## src/rtl/mdio_pkg.sv

```systemverilog
// Shared constants, command type and frame builder for the management master.
// Assumes a standard clause-22 style 64-bit frame.
package mdio_pkg;
    localparam int PHY_W      = 5;
    localparam int REG_W      = 5;
    localparam int CSEL_W     = 3;
    localparam int DATA_W     = 16;
    localparam int HOST_W     = 32;
    localparam int PRE_LEN    = 32;
    localparam int FRAME_LEN  = PRE_LEN + 4 + PHY_W + REG_W + 2 + DATA_W;
    // Command register bit positions
    localparam int CMD_GO     = 0;
    localparam int CMD_WR     = 1;
    localparam int CMD_CSEL   = 2;
    localparam int CMD_REG    = CMD_CSEL + CSEL_W;
    localparam int CMD_PHY    = CMD_REG + REG_W;
    localparam int CMD_TOP    = CMD_PHY + PHY_W;
    // Frame bit indices (0 = first bit sent)
    localparam int TA_BIT     = PRE_LEN + 4 + PHY_W + REG_W;
    localparam int DAT_BIT    = TA_BIT + 2;

    typedef struct packed {
        logic [PHY_W-1:0]  phy;
        logic [REG_W-1:0]  regad;
        logic [CSEL_W-1:0] csel;
        logic              wr;
    } mdio_cmd_t;

    // Assemble the whole frame, first bit in the MSB
    function automatic logic [FRAME_LEN-1:0] build_frame(mdio_cmd_t c, logic [DATA_W-1:0] d);
        logic [1:0] op;
        logic [1:0] ta;
        logic [DATA_W-1:0] payload;
        op      = c.wr ? 2'b01 : 2'b10;
        ta      = c.wr ? 2'b10 : 2'b11;
        payload = c.wr ? d : {DATA_W{1'b1}};
        return {{PRE_LEN{1'b1}}, 2'b01, op, c.phy, c.regad, ta, payload};
    endfunction
endpackage

```

## src/rtl/mdio_host_regs.sv

```systemverilog
// Host register file: command and data registers, start decode, read mux.
// Assumes writes are single-cycle strobes; writes are ignored while busy.
module mdio_host_regs
    import mdio_pkg::*;
(
    input  logic                 clk,
    input  logic                 rst_n,
    input  logic                 we,
    input  logic                 sel,
    input  logic [HOST_W-1:0]    wdata,
    input  logic                 rsel,
    output logic [HOST_W-1:0]    rdata,
    input  logic                 busy,
    input  logic                 done,
    input  logic [DATA_W-1:0]    rx_data,
    output logic                 start,
    output mdio_cmd_t            next_cmd,
    output mdio_cmd_t            cmd,
    output logic [DATA_W-1:0]    data
);
    logic unused_wdata;

    assign unused_wdata = ^wdata[HOST_W-1:CMD_TOP];

    // Decode a command word written by the host
    always_comb begin
        next_cmd.phy   = wdata[CMD_PHY +: PHY_W];
        next_cmd.regad = wdata[CMD_REG +: REG_W];
        next_cmd.csel  = wdata[CMD_CSEL +: CSEL_W];
        next_cmd.wr    = wdata[CMD_WR];
    end

    assign start = we && !sel && wdata[CMD_GO] && !busy;

    // Command register: loaded only when a frame starts
    always_ff @(posedge clk) begin
        if (!rst_n) begin
            cmd <= '0;
        end else if (start) begin
            cmd <= next_cmd;
        end
    end

    // Data register: host load when idle, capture at the end of a read
    always_ff @(posedge clk) begin
        if (!rst_n) begin
            data <= '0;
        end else if (we && sel && !busy) begin
            data <= wdata[DATA_W-1:0];
        end else if (done && !cmd.wr) begin
            data <= rx_data;
        end
    end

    // Read-back multiplexer
    always_comb begin
        rdata = '0;
        if (rsel) begin
            rdata[DATA_W-1:0] = data;
        end else begin
            rdata[CMD_GO]               = busy;
            rdata[CMD_WR]               = cmd.wr;
            rdata[CMD_CSEL +: CSEL_W]   = cmd.csel;
            rdata[CMD_REG +: REG_W]     = cmd.regad;
            rdata[CMD_PHY +: PHY_W]     = cmd.phy;
        end
    end
endmodule

```

## src/rtl/mdio_mdc_gen.sv

```systemverilog
// MDC generator: divides the system clock by a range-selected half period.
// Assumes csel stays constant while run is high; MDC is held low when idle.
module mdio_mdc_gen #(
    parameter int BASE_HALF = 1,
    parameter int CSEL_W    = 3
) (
    input  logic              clk,
    input  logic              rst_n,
    input  logic              run,
    input  logic [CSEL_W-1:0] csel,
    output logic              mdc,
    output logic              rise,
    output logic              fall
);
    localparam int MAX_SHIFT = (1 << CSEL_W) - 1;
    localparam int HALF_W    = $clog2(BASE_HALF + 1) + MAX_SHIFT + 1;

    logic [HALF_W-1:0] half;
    logic [HALF_W-1:0] div_cnt;
    logic              toggle;

    assign half   = HALF_W'(BASE_HALF) << csel;
    assign toggle = run && (div_cnt == half - HALF_W'(1));
    assign rise   = toggle && !mdc;
    assign fall   = toggle && mdc;

    // Half-period counter and MDC level
    always_ff @(posedge clk) begin
        if (!rst_n || !run) begin
            div_cnt <= '0;
            mdc     <= 1'b0;
        end else if (toggle) begin
            div_cnt <= '0;
            mdc     <= !mdc;
        end else begin
            div_cnt <= div_cnt + HALF_W'(1);
        end
    end
endmodule

```

## src/rtl/mdio_frame_seq.sv

```systemverilog
// Frame sequencer: shifts the frame out on falling MDC, samples read data on
// rising MDC, and controls the MDIO output enable.
// Assumes start only arrives while idle.
module mdio_frame_seq
    import mdio_pkg::*;
(
    input  logic                 clk,
    input  logic                 rst_n,
    input  logic                 start,
    input  mdio_cmd_t            load_cmd,
    input  logic [DATA_W-1:0]    load_data,
    input  logic                 rise,
    input  logic                 fall,
    input  logic                 mdio_i,
    output logic                 busy,
    output logic                 done,
    output logic                 mdio_o,
    output logic                 mdio_oe,
    output logic [DATA_W-1:0]    rx_data
);
    localparam int IDX_W = $clog2(FRAME_LEN);
    localparam logic [IDX_W-1:0] LAST_IDX = IDX_W'(FRAME_LEN - 1);
    localparam logic [IDX_W-1:0] REL_IDX  = IDX_W'(TA_BIT);
    localparam logic [IDX_W-1:0] SMP_IDX  = IDX_W'(DAT_BIT);

    typedef enum logic {SEQ_IDLE, SEQ_RUN} seq_state_t;

    seq_state_t           state;
    logic [IDX_W-1:0]     idx;
    logic [FRAME_LEN-1:0] sh;
    logic                 is_wr;

    assign busy    = (state == SEQ_RUN);
    assign done    = busy && fall && (idx == LAST_IDX);
    assign mdio_oe = busy && (is_wr || (idx < REL_IDX));
    assign mdio_o  = mdio_oe && sh[FRAME_LEN-1];

    // Frame state, bit index and output shifter
    always_ff @(posedge clk) begin
        if (!rst_n) begin
            state <= SEQ_IDLE;
            idx   <= '0;
            sh    <= '0;
            is_wr <= 1'b0;
        end else begin
            case (state)
                SEQ_IDLE: begin
                    if (start) begin
                        state <= SEQ_RUN;
                        idx   <= '0;
                        sh    <= build_frame(load_cmd, load_data);
                        is_wr <= load_cmd.wr;
                    end
                end
                SEQ_RUN: begin
                    if (fall) begin
                        if (idx == LAST_IDX) begin
                            state <= SEQ_IDLE;
                        end else begin
                            idx <= idx + IDX_W'(1);
                            sh  <= {sh[FRAME_LEN-2:0], 1'b0};
                        end
                    end
                end
                default: state <= SEQ_IDLE;
            endcase
        end
    end

    // Read data capture on rising MDC in the data field
    always_ff @(posedge clk) begin
        if (!rst_n) begin
            rx_data <= '0;
        end else if (busy && rise && !is_wr && (idx >= SMP_IDX)) begin
            rx_data <= {rx_data[DATA_W-2:0], mdio_i};
        end
    end
endmodule

```

## src/rtl/mdio_mgmt_master.sv

```systemverilog
// Top: host registers, MDC generator and frame sequencer.
// Assumes an external pad combines mdio_o/mdio_oe/mdio_i into one line.
module mdio_mgmt_master
    import mdio_pkg::*;
#(
    parameter int BASE_HALF = 1
) (
    input  logic        clk,
    input  logic        rst_n,
    input  logic        host_we,
    input  logic        host_sel,
    input  logic [31:0] host_wdata,
    input  logic        host_rsel,
    output logic [31:0] host_rdata,
    output logic        mdc,
    output logic        mdio_o,
    output logic        mdio_oe,
    input  logic        mdio_i
);
    mdio_cmd_t         next_cmd;
    mdio_cmd_t         cmd;
    logic [DATA_W-1:0] data;
    logic [DATA_W-1:0] rx_data;
    logic              start;
    logic              seq_busy;
    logic              seq_done;
    logic              mdc_rise;
    logic              mdc_fall;
    logic [$bits(mdio_cmd_t)-1:0] cmd_view;

    assign cmd_view = cmd;

    mdio_host_regs u_regs (
        .clk      (clk),
        .rst_n    (rst_n),
        .we       (host_we),
        .sel      (host_sel),
        .wdata    (host_wdata),
        .rsel     (host_rsel),
        .rdata    (host_rdata),
        .busy     (seq_busy),
        .done     (seq_done),
        .rx_data  (rx_data),
        .start    (start),
        .next_cmd (next_cmd),
        .cmd      (cmd),
        .data     (data)
    );

    mdio_mdc_gen #(
        .BASE_HALF (BASE_HALF),
        .CSEL_W    (CSEL_W)
    ) u_mdc (
        .clk   (clk),
        .rst_n (rst_n),
        .run   (seq_busy),
        .csel  (cmd.csel),
        .mdc   (mdc),
        .rise  (mdc_rise),
        .fall  (mdc_fall)
    );

    mdio_frame_seq u_seq (
        .clk       (clk),
        .rst_n     (rst_n),
        .start     (start),
        .load_cmd  (next_cmd),
        .load_data (data),
        .rise      (mdc_rise),
        .fall      (mdc_fall),
        .mdio_i    (mdio_i),
        .busy      (seq_busy),
        .done      (seq_done),
        .mdio_o    (mdio_o),
        .mdio_oe   (mdio_oe),
        .rx_data   (rx_data)
    );
endmodule

```

## config.mk

```make
export PLATFORM = sky130hd
export DESIGN_NAME = mdio_mgmt_master
export DESIGN_NICKNAME = d
export VERILOG_FILES = /design/src/rtl/mdio_pkg.sv /design/src/rtl/mdio_host_regs.sv /design/src/rtl/mdio_mdc_gen.sv /design/src/rtl/mdio_frame_seq.sv /design/src/rtl/mdio_mgmt_master.sv
export SDC_FILE = /design/constraint.sdc
export NUM_CORES = 1
export LEC_CHECK = 0
export ABC_AREA = 0
export BUFFER_PORTS_ARGS = -buffer_cell sky130_fd_sc_hd__buf_2
export CORE_MARGIN = 5
export CORE_UTILIZATION = 50
export DETAILED_ROUTE_END_ITERATION = 12
export HOLD_SLACK_MARGIN = 0.12
export PLACE_DENSITY_LB_ADDON = 0.08
export SETUP_SLACK_MARGIN = 0.4
export SYNTH_ARGS = -nofsm -noshare
export SYNTH_HDL_FRONTEND = slang
export SYNTH_SLANG_ARGS = --single-unit
```

## constraint.sdc

```tcl
create_clock -name clk -period 2.8 [get_ports clk]
set_clock_uncertainty 0.1 [all_clocks]
set_input_delay 0.84 -clock clk [delete_from_list [all_inputs] [get_ports clk]]
set_output_delay 0.84 -clock clk [all_outputs]
set_load 0.03 [all_outputs]
```

==> run metrics <==
final setup vio count 0; vias in the first global route 4470; Gate power share 0.103; routed vias/inst 5.59; Max clock buf depth 2; R2R setup slack 0.44 ns; wire per inst 16.5 um; Largest delay share family, worst path buffers and inverters; Area Overhead vs Synth 24.3%; Sink Count 127; count of input and output buffers 40; run status finished, final reports clean; Clk Latency, worst-skew pair 0.41 ns; mean area per synthesized cell 9.02 um2; clock network fraction of design power 0.463; Post-CTS Hold Buffers 0; antenna cells 0; post-route minimum period 2.49 ns; final slew viol count 0; DP Cell Count 796; H-Tree Depth 4; layout cells sized above 1 0.212; met2 wire len 6.75 mm; FF-to-FF path depth 9; Antenna Nets Post-Route 0; die area 13900 um2; slew margin rel. 0.628; Detailed Routing Iterations Pass 1 5; cells along the critical path buf_12 -> buf_16 -> buf_4 -> and2_4 -> buf_6; DR DRC count 0; met3 WL post-DR 692 um; synth warn 0; period utilisation layout 0.889; Die Height 118 um; Max Cap Viol 0; first-pass GRT wire length 22.6 mm; switching share of power 0.232; type of the worst setup path primary input to output pin; most common cell after layout, fill and taps aside dfxtp_1; TritonCTS Buffers 17; top layer in use met4; Tot GR Track Use 0.196; Worst EP required 1.86 ns; Seq pwr share 0.433; vias post-DR 4683; Starting Density 0.510; Power Total 4.46 mW; Fmax achieved 0.402 GHz; fin nets 724; Hold Crit Depth 2; post-synth cell types 46; GR Overflow Total 0; Routed Wire Length 13.8 mm; Layout fillers 967; HP Class register to register; PD cells 615 nW/um2; Placeable Area 11400 um2; Ports 73; clk slew on worst S/H paths 0.05 ns; TNS Setup 0 ns; Rows 39; worst slew pin tran 0.556 ns; total net switching power 1.04 mW; CP max-delay cell and2_4; root buffer cell clkbuf_16; Post-DP HPWL 7.98 mm; Yosys reg bits 127; CP Capture Type output pin; initial antenna violation count 0; leak pwr 2.94 nW; RSZ-0062 raised after global routing yes; DRT iter0 DRCs 313; RePlAce Congestion 0.749; Cell Int Power 3.42 mW; worst vdd ir 0.000596 V; Die W 118 um; Mapped Area 5830 um2; Final Hold Fails 0; Post-Layout Cell Count 838; critical path depth 5; Worst setup SP type primary input; commonest non-fill, non-tap cells in the layout dfxtp_1 (119), nor2_1 (46), nand2_1 (44); sequential element share of the synthesized area 0.436; Worst Path Arrival 1.55 ns; Cells after Synth 646; Slowest Stage Delay on Critical Path 0.16 ns; largest net degree at the start of global routing 78; CTS tree built; WL met1 6.17 mm; Max Fanout on Critical Path 8; CP bufs+invs 4
-- per-stage QoR --
stage / area, um2 / hold WS [ns] / setup WS [ns] / util
3_5_place_dp: 6190 / 0.353 / 0.213 / 0.542
6_report: 7250 / 0.359 / 0.310 / 0.635
2_1_floorplan: 5950 / 0.332 / 0.399 / -
5_1_grt: 7250 / 0.393 / 0.299 / 0.635
3_3_place_gp: 6190 / 0.345 / 0.222 / 0.542
4_1_cts: 7050 / 0.360 / 0.310 / 0.617
-- synthesized netlist by cell type (all sizes together) --
library cell	instances	share of area
clkinv	1	0.00064
or3	3	0.0032
and2	2	0.0021
and4	2	0.0030
mux2i	42	0.072
inv	4	0.0026
ha	2	0.0043
a211oi	1	0.0013
a31oi	2	0.0021
mux2	13	0.025
o221ai	1	0.0015
dfxtp	127	0.44
o21ba	1	0.0017
nand3b	1	0.0013
nor4	3	0.0094
and4b	1	0.0017
a21oi	38	0.033
and3b	1	0.0015
o21a	16	0.021
xnor2	6	0.0090
or4	3	0.0039
nor3b	35	0.045
o21ai	47	0.040
a41oi	1	0.0015
xor2	6	0.0090
nand4b	2	0.0041
a21boi	14	0.018
nor2b	18	0.019
nand3	9	0.0077
o31ai	5	0.0064
clkbuf	40	0.026
nor2	47	0.030
nor3	42	0.036
buf	28	0.031
nand2	46	0.030
conb	1	0.00064
a311oi	2	0.0052
nor4b	2	0.0030
o211a	26	0.045
or3b	1	0.0015
nand4	2	0.0021
nand2b	2	0.0021
-- power by group through the flow --
stage | combinational, mW | sequential (mW) | clock (mW)
2_1_floorplan | 0.320 | 1.95 | 0
3_3_place_gp | 0.388 | 1.96 | 0
3_5_place_dp | 0.394 | 1.97 | 0
4_1_cts | 0.445 | 1.93 | 2.12
5_1_grt | 0.502 | 1.94 | 2.21
6_report | 0.461 | 1.93 | 2.06
-- worst min-delay path: cells and delay by family, from the launching register on --
kind / cells / cell delay [ns]
AOI/OAI and AO/OA: 1 / 0.06
DFF: 1 / 0.30
and+or+nand+nor: 1 / 0.04
-- sequential cells by signal, summed over array words and instances (netlist names) --
signal         count
u_seq.sh          64
u_regs.data       16
u_seq.rx_data     16
u_regs.cmd        14
u_mdc.div_cnt      9
u_seq.idx          6
u_mdc.mdc          1
u_seq.busy         1
-- path summary, 6_finish.rpt --
check	end	startpoint
setup / recovery	host_rdata[15]	host_rsel
hold / removal	u_regs.cmd[7]	u_regs.cmd[7]
setup reg to reg	u_regs.data[2]	u_seq.busy
hold reg to reg	u_regs.cmd[7]	u_regs.cmd[7]
-- logic make-up (layout without fill, tap and decap cells) --
family                   Yosys count  count (layout)  synth area share
flip-flops                       127             127             0.436
AO/OA/AOI/OAI                    154             154             0.176
XOR/XNOR                          12              12            0.0180
other                              1              16          0.000643
buffers and inverters             73             106            0.0603
AND/OR/NAND/NOR                  222             223             0.207
multiplexers                      55              55            0.0973
adder cells (fa/ha/maj)            2               2           0.00429
-- what timing repair did --
item	in CTS	in global routing
setup buffers	3	4
cloned	3	2
endpoints found under the setup margin	62	119
gates resized for setup	60	30
pin swaps	4	17
-- routing by layer --
metal	vias to the layer above	track usage
met5	-	0
met4	0	0.0753
met3	17	0.0548
met2	98	0.308
met1	2221	0.256
li1	2347	-
-- area by class of cell --
class                      instances  area, um2  area share
multi-input combinational        462       3200       0.441
inverter                           5       18.8     0.00259
tap                              143        179      0.0247
clock buffer                      25        505      0.0698
sequential                       127       2560       0.353
timing repair buffer              71        734       0.101
clock inverter                     5       55.1     0.00760
Power figures use the tool's default switching activity.
